## src/rtl/pga_gain_stepper.sv

```systemverilog
module pga_gain_stepper #(
  parameter int CODE_W   = 7,
  parameter int MAX_CODE = 119,
  parameter int OFFSET   = 12
) (
  input  logic              clk,
  input  logic              rst_n,
  input  logic [CODE_W-1:0] target_code,
  input  logic              pga_en,
  input  logic              mute_req,
  input  logic              soft_en,
  input  logic [1:0]        res_sel,
  input  logic              pwr_req,
  input  logic              step_tick,
  output logic [CODE_W-1:0] gain_code,
  output logic              muted,
  output logic              gain_reached,
  output logic              powered_up
);
  localparam int W = CODE_W + 1;
  localparam logic [W-1:0] MAXW = W'(MAX_CODE);
  localparam logic [W-1:0] OFFW = W'(OFFSET);

  logic [CODE_W-1:0] code_q;
  logic              mute_q;
  logic [W-1:0]      tgt_c, up_c, eff_w;
  logic [CODE_W-1:0] eff;
  logic              want_mute;

  assign tgt_c = ({1'b0, target_code} > MAXW) ? MAXW : {1'b0, target_code};
  assign up_c  = (tgt_c + OFFW > MAXW) ? MAXW : tgt_c + OFFW;

  always_comb begin
    case (res_sel)
      2'b01:   eff_w = up_c;
      2'b11:   eff_w = (tgt_c < OFFW) ? '0 : tgt_c - OFFW;
      default: eff_w = tgt_c;
    endcase
    if (!pga_en) eff_w = '0;
  end

  assign eff       = eff_w[CODE_W-1:0];
  assign want_mute = !pwr_req || mute_req || (res_sel == 2'b00);

  always_ff @(posedge clk or negedge rst_n) begin
    if (!rst_n) begin
      mute_q <= 1'b1;
      code_q <= '0;
    end else if (step_tick) begin
      if (want_mute) begin
        if (!soft_en || code_q == '0) begin
          mute_q <= 1'b1;
          code_q <= '0;
        end else if (!mute_q) begin
          code_q <= code_q - 1'b1;
        end
      end else if (mute_q) begin
        mute_q <= 1'b0;
        code_q <= soft_en ? '0 : eff;
      end else if (!soft_en) begin
        code_q <= eff;
      end else if (code_q < eff) begin
        code_q <= code_q + 1'b1;
      end else if (code_q > eff) begin
        code_q <= code_q - 1'b1;
      end
    end
  end

  assign gain_code    = mute_q ? '0 : code_q;
  assign muted        = mute_q;
  assign gain_reached = want_mute ? mute_q : (!mute_q && code_q == eff);
  assign powered_up   = pwr_req || !mute_q;


  range_chk: assert property (@(posedge clk) disable iff (!rst_n)
    gain_code <= CODE_W'(MAX_CODE));


  step_size_chk: assert property (@(posedge clk) disable iff (!rst_n)
    (step_tick && soft_en && !muted && !want_mute) |=>
      (gain_code == $past(gain_code) || gain_code == $past(gain_code) + 1'b1 ||
       gain_code + 1'b1 == $past(gain_code)));


  hold_chk: assert property (@(posedge clk) disable iff (!rst_n)
    !step_tick |=> ($stable(gain_code) && $stable(muted)));


  pwr_fall_chk: assert property (@(posedge clk) disable iff (!rst_n)
    $fell(powered_up) |-> (muted && gain_code == '0));


  unmute_zero_chk: assert property (@(posedge clk) disable iff (!rst_n)
    ($fell(muted) && $past(soft_en)) |-> gain_code == '0);
endmodule

```

## config.mk

```make
export PLATFORM = sky130hd
export DESIGN_NAME = pga_gain_stepper
export DESIGN_NICKNAME = d
export VERILOG_FILES = /design/src/rtl/pga_gain_stepper.sv
export SDC_FILE = /design/constraint.sdc
export NUM_CORES = 1
export LEC_CHECK = 0
export CAP_MARGIN = 40
export CORE_ASPECT_RATIO = 1.75
export CORE_UTILIZATION = 54
export DETAILED_ROUTE_END_ITERATION = 6
export PLACE_DENSITY = 0.81
export SETUP_SLACK_MARGIN = 0.1
export SYNTH_ARGS = -nofsm -noshare
export SYNTH_HDL_FRONTEND = slang
export SYNTH_SLANG_ARGS = --single-unit
```

## constraint.sdc

```tcl
create_clock -name clk -period 3.6 [get_ports clk]
set_input_delay 0.54 -clock clk [delete_from_list [all_inputs] [get_ports clk]]
set_output_delay 0.54 -clock clk [all_outputs]
set_load 0.005 [all_outputs]
```

==> results of run 1 <==
==> timing repair <==
item,CTS
endpoints found under the setup margin,8
cloned,0
pin swaps,27
resized for setup,52
buffers inserted,26
==> synth_stat cells (2+ instances only) <==
master    instances  area share, %
nor2b_1           7            2.9
or3_1             3            1.3
a211oi_1          3            1.5
and2_1            2           0.84
buf_6             3            2.3
xor2_1            4            2.4
nor2_1           23            5.8
o311ai_0          2            1.2
nand2_1          15            3.8
xnor2_1           5            2.9
o31ai_1           3            1.5
buf_2             4            1.3
nand3_1           9            3.0
a31oi_1           6            2.5
inv_1             9            2.3
nand2b_1          9            3.8
o21a_1            2            1.0
ha_1             13             11
a22o_1            3            1.8
nor2_4            2            1.5
a21oi_1           9            3.0
o21ai_0          17            5.7
o221ai_1          4            2.4
clkbuf_1          3           0.76
o211ai_1          2            1.0
dfrtp_1           7             12
mux2i_1           4            2.7
nor3_1            2           0.67
==> metal layers <==
metal  track usage, %  GRT overflow
met3             32.2             1
met1             69.4             0
met2              116           120
met4              102            46
met5                0             0
==> metrics by stage <==
step                setup TNS, ns  hold WS, ns  worst slack (ns)  area [um2]
floorplan                       0        0.244            0.0461        1540
global placement            -4.51        0.605            -0.613        2000
detailed placement          -6.40        0.623            -0.832        2000
CTS                       -0.0307        0.600           -0.0154        2350
==> cells by family after synthesis <==
logic type / after synthesis / synth area share [%]
and+or+nand+nor: 82 / 28.9
buffers and inverters: 21 / 8.07
xor gates and xnor gates: 9 / 5.29
adders and majority gates: 13 / 10.9
muxes: 5 / 3.45
DFF: 8 / 13.5
AOI/OAI and AO/OA: 62 / 29.8
==> results_dict.tcl, run 1 <==
set metrics [dict create \
    die_w_um 41.7 \
    cts_hold_buf 0 \
    port-buffer-count 25 \
    die_h_um 71.5 \
    syn_nets 229 \
    rows 24 \
    clockRootBuffer "clkbuf_8" \
    ys_types 53 \
    track_usage_pct 78.5 \
    synthCells 200 \
    placedCellCount 277 \
    place_hpwl_um 3900 \
    cts_made_buffers 3 \
    error "[ERROR GRT-0232] Routing congestion too high. Check the congestion heatmap in the GUI." \
    ys_ff_latch 8 \
    status "aborted with a tool error" \
    crit_endpoint "code_q[2]$_DFFE_PN0P_/D" \
    synth-edff-count 0 \
    syn_area_um2 1490 \
    synth_seq_area_share_pct 13.5 \
    pin_count 26 \
    grt_overflow 167 \
    grt_max_degree 15 \
    synth_area_per_cell_um2 7.44 \
    endpoint_type "register data pin" \
    ys.flop_type "dfrtp_1" \
    htreeDepth 1 \
    gp_congestion 0.934 \
    clkSinkCount 8 \
    synth_warnings 0 \
    synthArstFlopShare_pct 100 \
    clock_path_buffers 2 \
    haltStage "global routing" \
    initial_core_util_pct 58.3 \
]
==> run 2: changes to the inputs <==
--- a/config.mk
+++ b/config.mk
@@ -6,11 +6,9 @@
 export NUM_CORES = 1
 export LEC_CHECK = 0
 export CAP_MARGIN = 40
-export CORE_ASPECT_RATIO = 1.75
-export CORE_UTILIZATION = 54
+export CORE_UTILIZATION = 40
 export DETAILED_ROUTE_END_ITERATION = 6
-export PLACE_DENSITY = 0.81
-export SETUP_SLACK_MARGIN = 0.1
+export PLACE_DENSITY_LB_ADDON = 0.15
 export SYNTH_ARGS = -nofsm -noshare
 export SYNTH_HDL_FRONTEND = slang
 export SYNTH_SLANG_ARGS = --single-unit
==> run 2 against run 1 <==
- the run now ends clean
- area after synthesis unchanged
- synthesized cell count stayed put
==> results_dict.tcl, run 2 <==
set metrics [dict create \
    final_cell_mix "52 x buf_4, 19 x nor2_1, 19 x clkdlybuf4s50_1" \
    wire_per_inst_um 14.6 \
    relSlewSlack_pct 70.4 \
    rrSetupSlack_ns 1.22 \
    dr.pass1.iters 4 \
    fin_nets 298 \
    rr_worst_depth 7 \
    r2r_end "code_q[5]$_DFFE_PN0P_" \
    synth-edff-count 0 \
    core_um2 3440 \
    clock.fmax_mhz 281 \
    syn_area_um2 1490 \
    status "finished clean" \
    pwr_density_cell_nw_per_um2 489 \
    cts_hold_buf 0 \
    crit_end "code_q[5]$_DFFE_PN0P_" \
    met3_length_um 276 \
    grt_pass1_wl_um 7380 \
    fin_crit_ns 3.56 \
    placed_cell_area_um2 2030 \
    cts_tree "built" \
    end_kind "flop" \
    topRoutingLayerUsed "met4" \
    ys_types 53 \
    rsz0062_at_grt "yes" \
    cts_made_buffers 3 \
    crit_slowest_cell "clkdlybuf4s50_1" \
    place_hpwl_um 3380 \
    r2r-start "code_q[5]$_DFFE_PN0P_" \
    largest_reg_flops 7 \
    maxCapViolCount 0 \
    die_w_um 63.0 \
    rows 21 \
    tns_ns 0 \
    startpoint "res_sel[1]" \
    yosysMostFrequentCell "nor2_1" \
    skew_ns 0.00130 \
    crit_type "primary input to flop" \
    gp_congestion 0.854 \
    clockRootBuffer "clkbuf_8" \
    via_count 1773 \
    grt_overflow 0 \
    cp_max_fo 4 \
    synth_warnings 0 \
    synthTopCellsByArea "dfrtp_1 12%, ha_1 11%, nor2_1 5.8%" \
    placedCellCount 297 \
    tightest_slew_ns 0.444 \
    ys.flop_type "dfrtp_1" \
    synth_top_area_share_pct 11.8 \
    cpMostUsedCell "o221ai_1" \
    wl_um 4600 \
    synth_seq_area_share_pct 13.5 \
    initial_core_util_pct 43.3 \
    fin_ws_ns 0.0420 \
    slew_viol_final 0 \
    wl_met1_um 2220 \
    port-buffer-count 25 \
    layout_commonest_cell "buf_4" \
    wl_met2_um 2030 \
    clock_path_buffers 2 \
    diodes 0 \
    die_h_um 63.0 \
    peakVddDrop_mv 0.352 \
    final.period_utilization_pct 98.8 \
    synthArstFlopShare_pct 100 \
    critical_path_buf_inv_count 1 \
    initialDrtViolationCount 95 \
    setup_viol 0 \
    pin_count 26 \
    synth_area_per_cell_um2 7.44 \
    syn_nets 229 \
    htreeDepth 1 \
    leakagePower_nw 0.985 \
    clk_pin_slew_worst_paths_ns 0.04 \
    clkSinkCount 8 \
    area_growth_pct 56.7 \
    cp_cell_sequence "clkdlybuf4s50_1 > or2_2 > o221ai_1 > o31ai_1 > a31oi_1 > nand2b_1 > ha_4 > a2111o_1 > o22ai_4 > mux2i_2 > xor2_1 > o221ai_1 > a22o_1" \
    regMostFlops "code_q" \
    yosysTopAreaCell "dfrtp_1" \
    synth_common_cells "23 x nor2_1, 17 x o21ai_0, 15 x nand2_1" \
    drive_gt1_share_pct 36.2 \
    preCtsSetupSlack_ns -0.770 \
    arrival_ns 3.67 \
    worst-path-stages 13 \
    dieArea_um2 3970 \
    final_cell_area_um2 2330 \
    clk-insertion-delay-late_ns 0.23 \
    hold_viol 0 \
    ant_nets 0 \
    synthCells 200 \
    critical_path.max_stage_delay_ns 0.46 \
    grt_pass1_vias 1598 \
    path_delay_family "compound AO/OA/AOI/OAI gates" \
    vias_per_cell 5.65 \
    holdCritPathClass "primary input to async pin" \
    power_mw 1.14 \
    track_usage_pct 23.3 \
    grt_max_degree 15 \
    final_cells 314 \
    antenna_found_initial 0 \
    ys_ff_latch 8 \
    worst_ep_required_time_ns 3.71 \
    worstSetupStartpointType "primary input" \
    drc 0 \
]
## run 2: cells by family (layout without fill, tap and decap cells)
kind of cell / Yosys count / in the layout / share of synthesized area, %
flops: 8 / 8 / 13.5
simple gates: 82 / 82 / 28.9
mux: 5 / 5 / 3.45
compound gates: 62 / 62 / 29.8
buf+inv: 21 / 89 / 8.07
fa+ha+maj: 13 / 13 / 10.9
xor+xnor: 9 / 9 / 5.29
## run 2: cell type report
type                       instances  area [um2]
sequential                         8         201
multi-input combinational        171        1350
tap                               46        57.6
fill                             294        1110
clock buffer                       4        45.0
inverter                           9        33.8
timing repair buffer              76         642
## run 2: stage by stage
| step | util [%] | hold WS [ns] |
|---|---|---|
| 6_report | 67.8 | 0.585 |
| 2_1_floorplan | - | 0.244 |
| 3_5_place_dp | 58.9 | 0.638 |
| 5_1_grt | 67.8 | 0.622 |
| 4_1_cts | 63.4 | 0.598 |
| 3_3_place_gp | 58.9 | 0.629 |
## run 2: report_power, final
group          switching [mW]  leakage (nW)  internal, mW  total (mW)
sequential             0.0963         0.102         0.126       0.222
combinational           0.387         0.860         0.418       0.806
clock                  0.0358        0.0228        0.0768       0.113
total                   0.520         0.985         0.621        1.14
## run 2: layer usage
metal | GRT usage, % | up-vias
li1 | - | 869
met1 | 33.8 | 832
met2 | 34.4 | 63
met3 | 6.20 | 9
met4 | 4.07 | 0
met5 | 0 | -
## run 2: what timing repair did
| item | 4_1_cts | 5_1_grt |
|---|---|---|
| gates resized for setup | 35 | 23 |
| setup endpoints to repair | 8 | 8 |
| pin swaps | 22 | 18 |
| buffers inserted | 8 | 7 |
| cloned | 0 | 0 |
## run 2: how the worst min path moves through the flow
stage | start | depth (start not counted) | slack (ns) | endpoint
finish | rst_n | 1 | 0.59 | code_q[1]$_DFFE_PN0P_
global route | rst_n | 1 | 0.62 | code_q[1]$_DFFE_PN0P_
CTS | rst_n | 1 | 0.60 | code_q[0]$_DFFE_PN0P_
detailed placement | muted$_DFFE_PN1P_ | 2 | 0.64 | muted$_DFFE_PN1P_
global placement | muted$_DFFE_PN1P_ | 2 | 0.63 | muted$_DFFE_PN1P_
floorplan | rst_n | 0 | 0.24 | code_q[0]$_DFFE_PN0P_
(Power assumes the default switching activity.)
==> run 3: changes to the inputs <==
--- a/config.mk
+++ b/config.mk
@@ -5,6 +5,7 @@
 export SDC_FILE = /design/constraint.sdc
 export NUM_CORES = 1
 export LEC_CHECK = 0
+export ABC_CLOCK_PERIOD_IN_PS = 3600
 export CAP_MARGIN = 40
 export CORE_UTILIZATION = 40
 export DETAILED_ROUTE_END_ITERATION = 6
==> results of run 3 <==
Same layout as run 2: the final DEF is identical, and so are final timing and power.
==> run 4: changes to the inputs <==
--- a/config.mk
+++ b/config.mk
@@ -10,6 +10,7 @@
 export CORE_UTILIZATION = 40
 export DETAILED_ROUTE_END_ITERATION = 6
 export PLACE_DENSITY_LB_ADDON = 0.15
+export SKIP_CTS_REPAIR_TIMING = 1
 export SYNTH_ARGS = -nofsm -noshare
 export SYNTH_HDL_FRONTEND = slang
 export SYNTH_SLANG_ARGS = --single-unit
==> run 4 against run 3 <==
- the flow now finishes with violations (setup timing)
- non-clock buffer count is 8 lower
- clock-buffer cell count did not move
- sequential share of layout area increased by 0.47 points
- worst hold slack worse by 0.0011 ns
- first-iteration DRC count up 37%
- routed wire length shrank 4.1%
- die area did not move
- design area shrank 5.2%
- largest power group unchanged
- combinational power increased by 3.0%
- global-route usage down 0.54 points
- critical endpoint is now code_q[2]$_DFFE_PN0P_
==> results_dict.tcl, run 4 (synthesized netlist as in run 2, its figures left out) <==
set metrics [dict create \
    status "finished with violations" \
    failed_checks "setup timing" \
    leakagePower_nw 0.938 \
    initial_core_util_pct 43.3 \
    fin_ws_ns -0.0183 \
    grt_overflow 0 \
    clock_path_buffers 2 \
    fillerInstances 305 \
    crit_slowest_cell "o31ai_4" \
    worstSetupStartpointType "primary input" \
    die_h_um 63.0 \
    track_usage_pct 22.8 \
    end_kind "flop" \
    preCtsSetupSlack_ns -0.770 \
    grt_max_degree 15 \
    clk_pin_slew_worst_paths_ns 0.04 \
    crit_type "primary input to flop" \
    cts_made_buffers 3 \
    dieArea_um2 3970 \
    ant_nets 0 \
    critical_path.max_stage_delay_ns 0.35 \
    cts_tree "built" \
    worst_ep_required_time_ns 3.70 \
    port-buffer-count 25 \
    htreeDepth 1 \
    initialDrtViolationCount 130 \
    vias_per_cell 5.61 \
    gp_congestion 0.854 \
    layout_commonest_cell "buf_4" \
    hold_viol 0 \
    skew_ns 0.00203 \
    grt_pass1_wl_um 7210 \
    regMostFlops "code_q" \
    die_w_um 63.0 \
    antenna_found_initial 0 \
    fin_crit_ns 3.62 \
    area_growth_pct 48.6 \
    holdWs_ns 0.584 \
    slew_viol_final 0 \
    via_count 1718 \
    maxCapViolCount 0 \
    drive_gt1_share_pct 30.4 \
    pwr_density_cell_nw_per_um2 524 \
    wire_per_inst_um 14.4 \
    clk-insertion-delay-late_ns 0.23 \
    core_um2 3440 \
    rsz0062_at_grt "yes" \
    diodes 0 \
    clkSinkCount 8 \
    setup_viol 1 \
    rrSetupSlack_ns 1.13 \
    grt_pass1_vias 1604 \
    fin_nets 290 \
    largest_reg_flops 7 \
    arrival_ns 3.72 \
    relSlewSlack_pct 67.3 \
    holdCritPathClass "primary input to async pin" \
    rows 21 \
    clockRootBuffer "clkbuf_8" \
    dr.pass1.iters 4 \
    tightest_slew_ns 0.490 \
    drc 0 \
    cp_cell_sequence "buf_6 > nand3_1 > and2_4 > inv_1 > ha_4 > xnor2_4 > nand3_2 > o31ai_4 > o21ai_1 > o211ai_1 > nand3b_1 > ha_1 > o21ai_2 > a21oi_2 > o22ai_4 > buf_6 > mux2i_1 > xnor2_1 > a22oi_1 > o211ai_2" \
    cp_max_fo 4 \
    peakVddDrop_mv 0.345 \
    final_cell_mix "39 x buf_4, 21 x nor2_1, 19 x clkdlybuf4s50_1" \
    cpMostUsedCell "buf_6" \
    wl_um 4410 \
    clock.fmax_mhz 276 \
    final.period_utilization_pct 101 \
    tns_ns -0.0183 \
    power_mw 1.16 \
    pin_count 26 \
    place_hpwl_um 3380 \
]
[run 4: metrics by stage]
step,utilization [%],instance area [um2],instances
2_1_floorplan,-,1530,200
3_3_place_gp,58.9,2030,297
3_5_place_dp,58.9,2030,297
4_1_cts,60.2,2070,301
5_1_grt,64.3,2210,306
6_report,64.3,2210,306
[run 4: final cells by class]
type                       instances  area [um2]  area share, %
timing repair buffer              68         591           26.7
tap                               46        57.6           2.60
multi-input combinational        171        1280           58.0
inverter                           9        33.8           1.53
sequential                         8         201           9.11
clock buffer                       4        45.0           2.04
[run 4: final timing paths]
check,from,end,cells past startpoint
min in group clk,muted$_DFFE_PN1P_,muted$_DFFE_PN1P_,2
worst min register to register,muted$_DFFE_PN1P_,muted$_DFFE_PN1P_,2
worst min-delay path,rst_n,code_q[1]$_DFFE_PN0P_,1
worst max-delay path,target_code[5],code_q[2]$_DFFE_PN0P_,20
max in group asynchronous,rst_n,muted$_DFFE_PN1P_,1
worst max register to register,code_q[5]$_DFFE_PN0P_,code_q[2]$_DFFE_PN0P_,8
[run 4: power by group]
group / switching (mW) / internal, mW
clock network: 0.0363 / 0.0768
registers: 0.0909 / 0.126
logic: 0.399 / 0.431
total: 0.526 / 0.634
[run 4: layer usage]
metal	up-vias	GRT usage, %	routed length (um)
met2	58	33.7	1920
met3	6	5.47	272
met5	-	0	0
li1	850	-	-
met4	0	4.36	35
met1	804	33.1	2180
[run 4: critical path, delay by kind of cell]
| family | cells | cell delay (ns) |
|---|---|---|
| AO/OA/AOI/OAI | 8 | 1.38 |
| buffers and inverters | 3 | 0.31 |
| AND/OR/NAND/NOR | 4 | 0.48 |
| adder cells (fa/ha/maj) | 2 | 0.51 |
| XOR/XNOR | 2 | 0.26 |
| multiplexers | 1 | 0.22 |
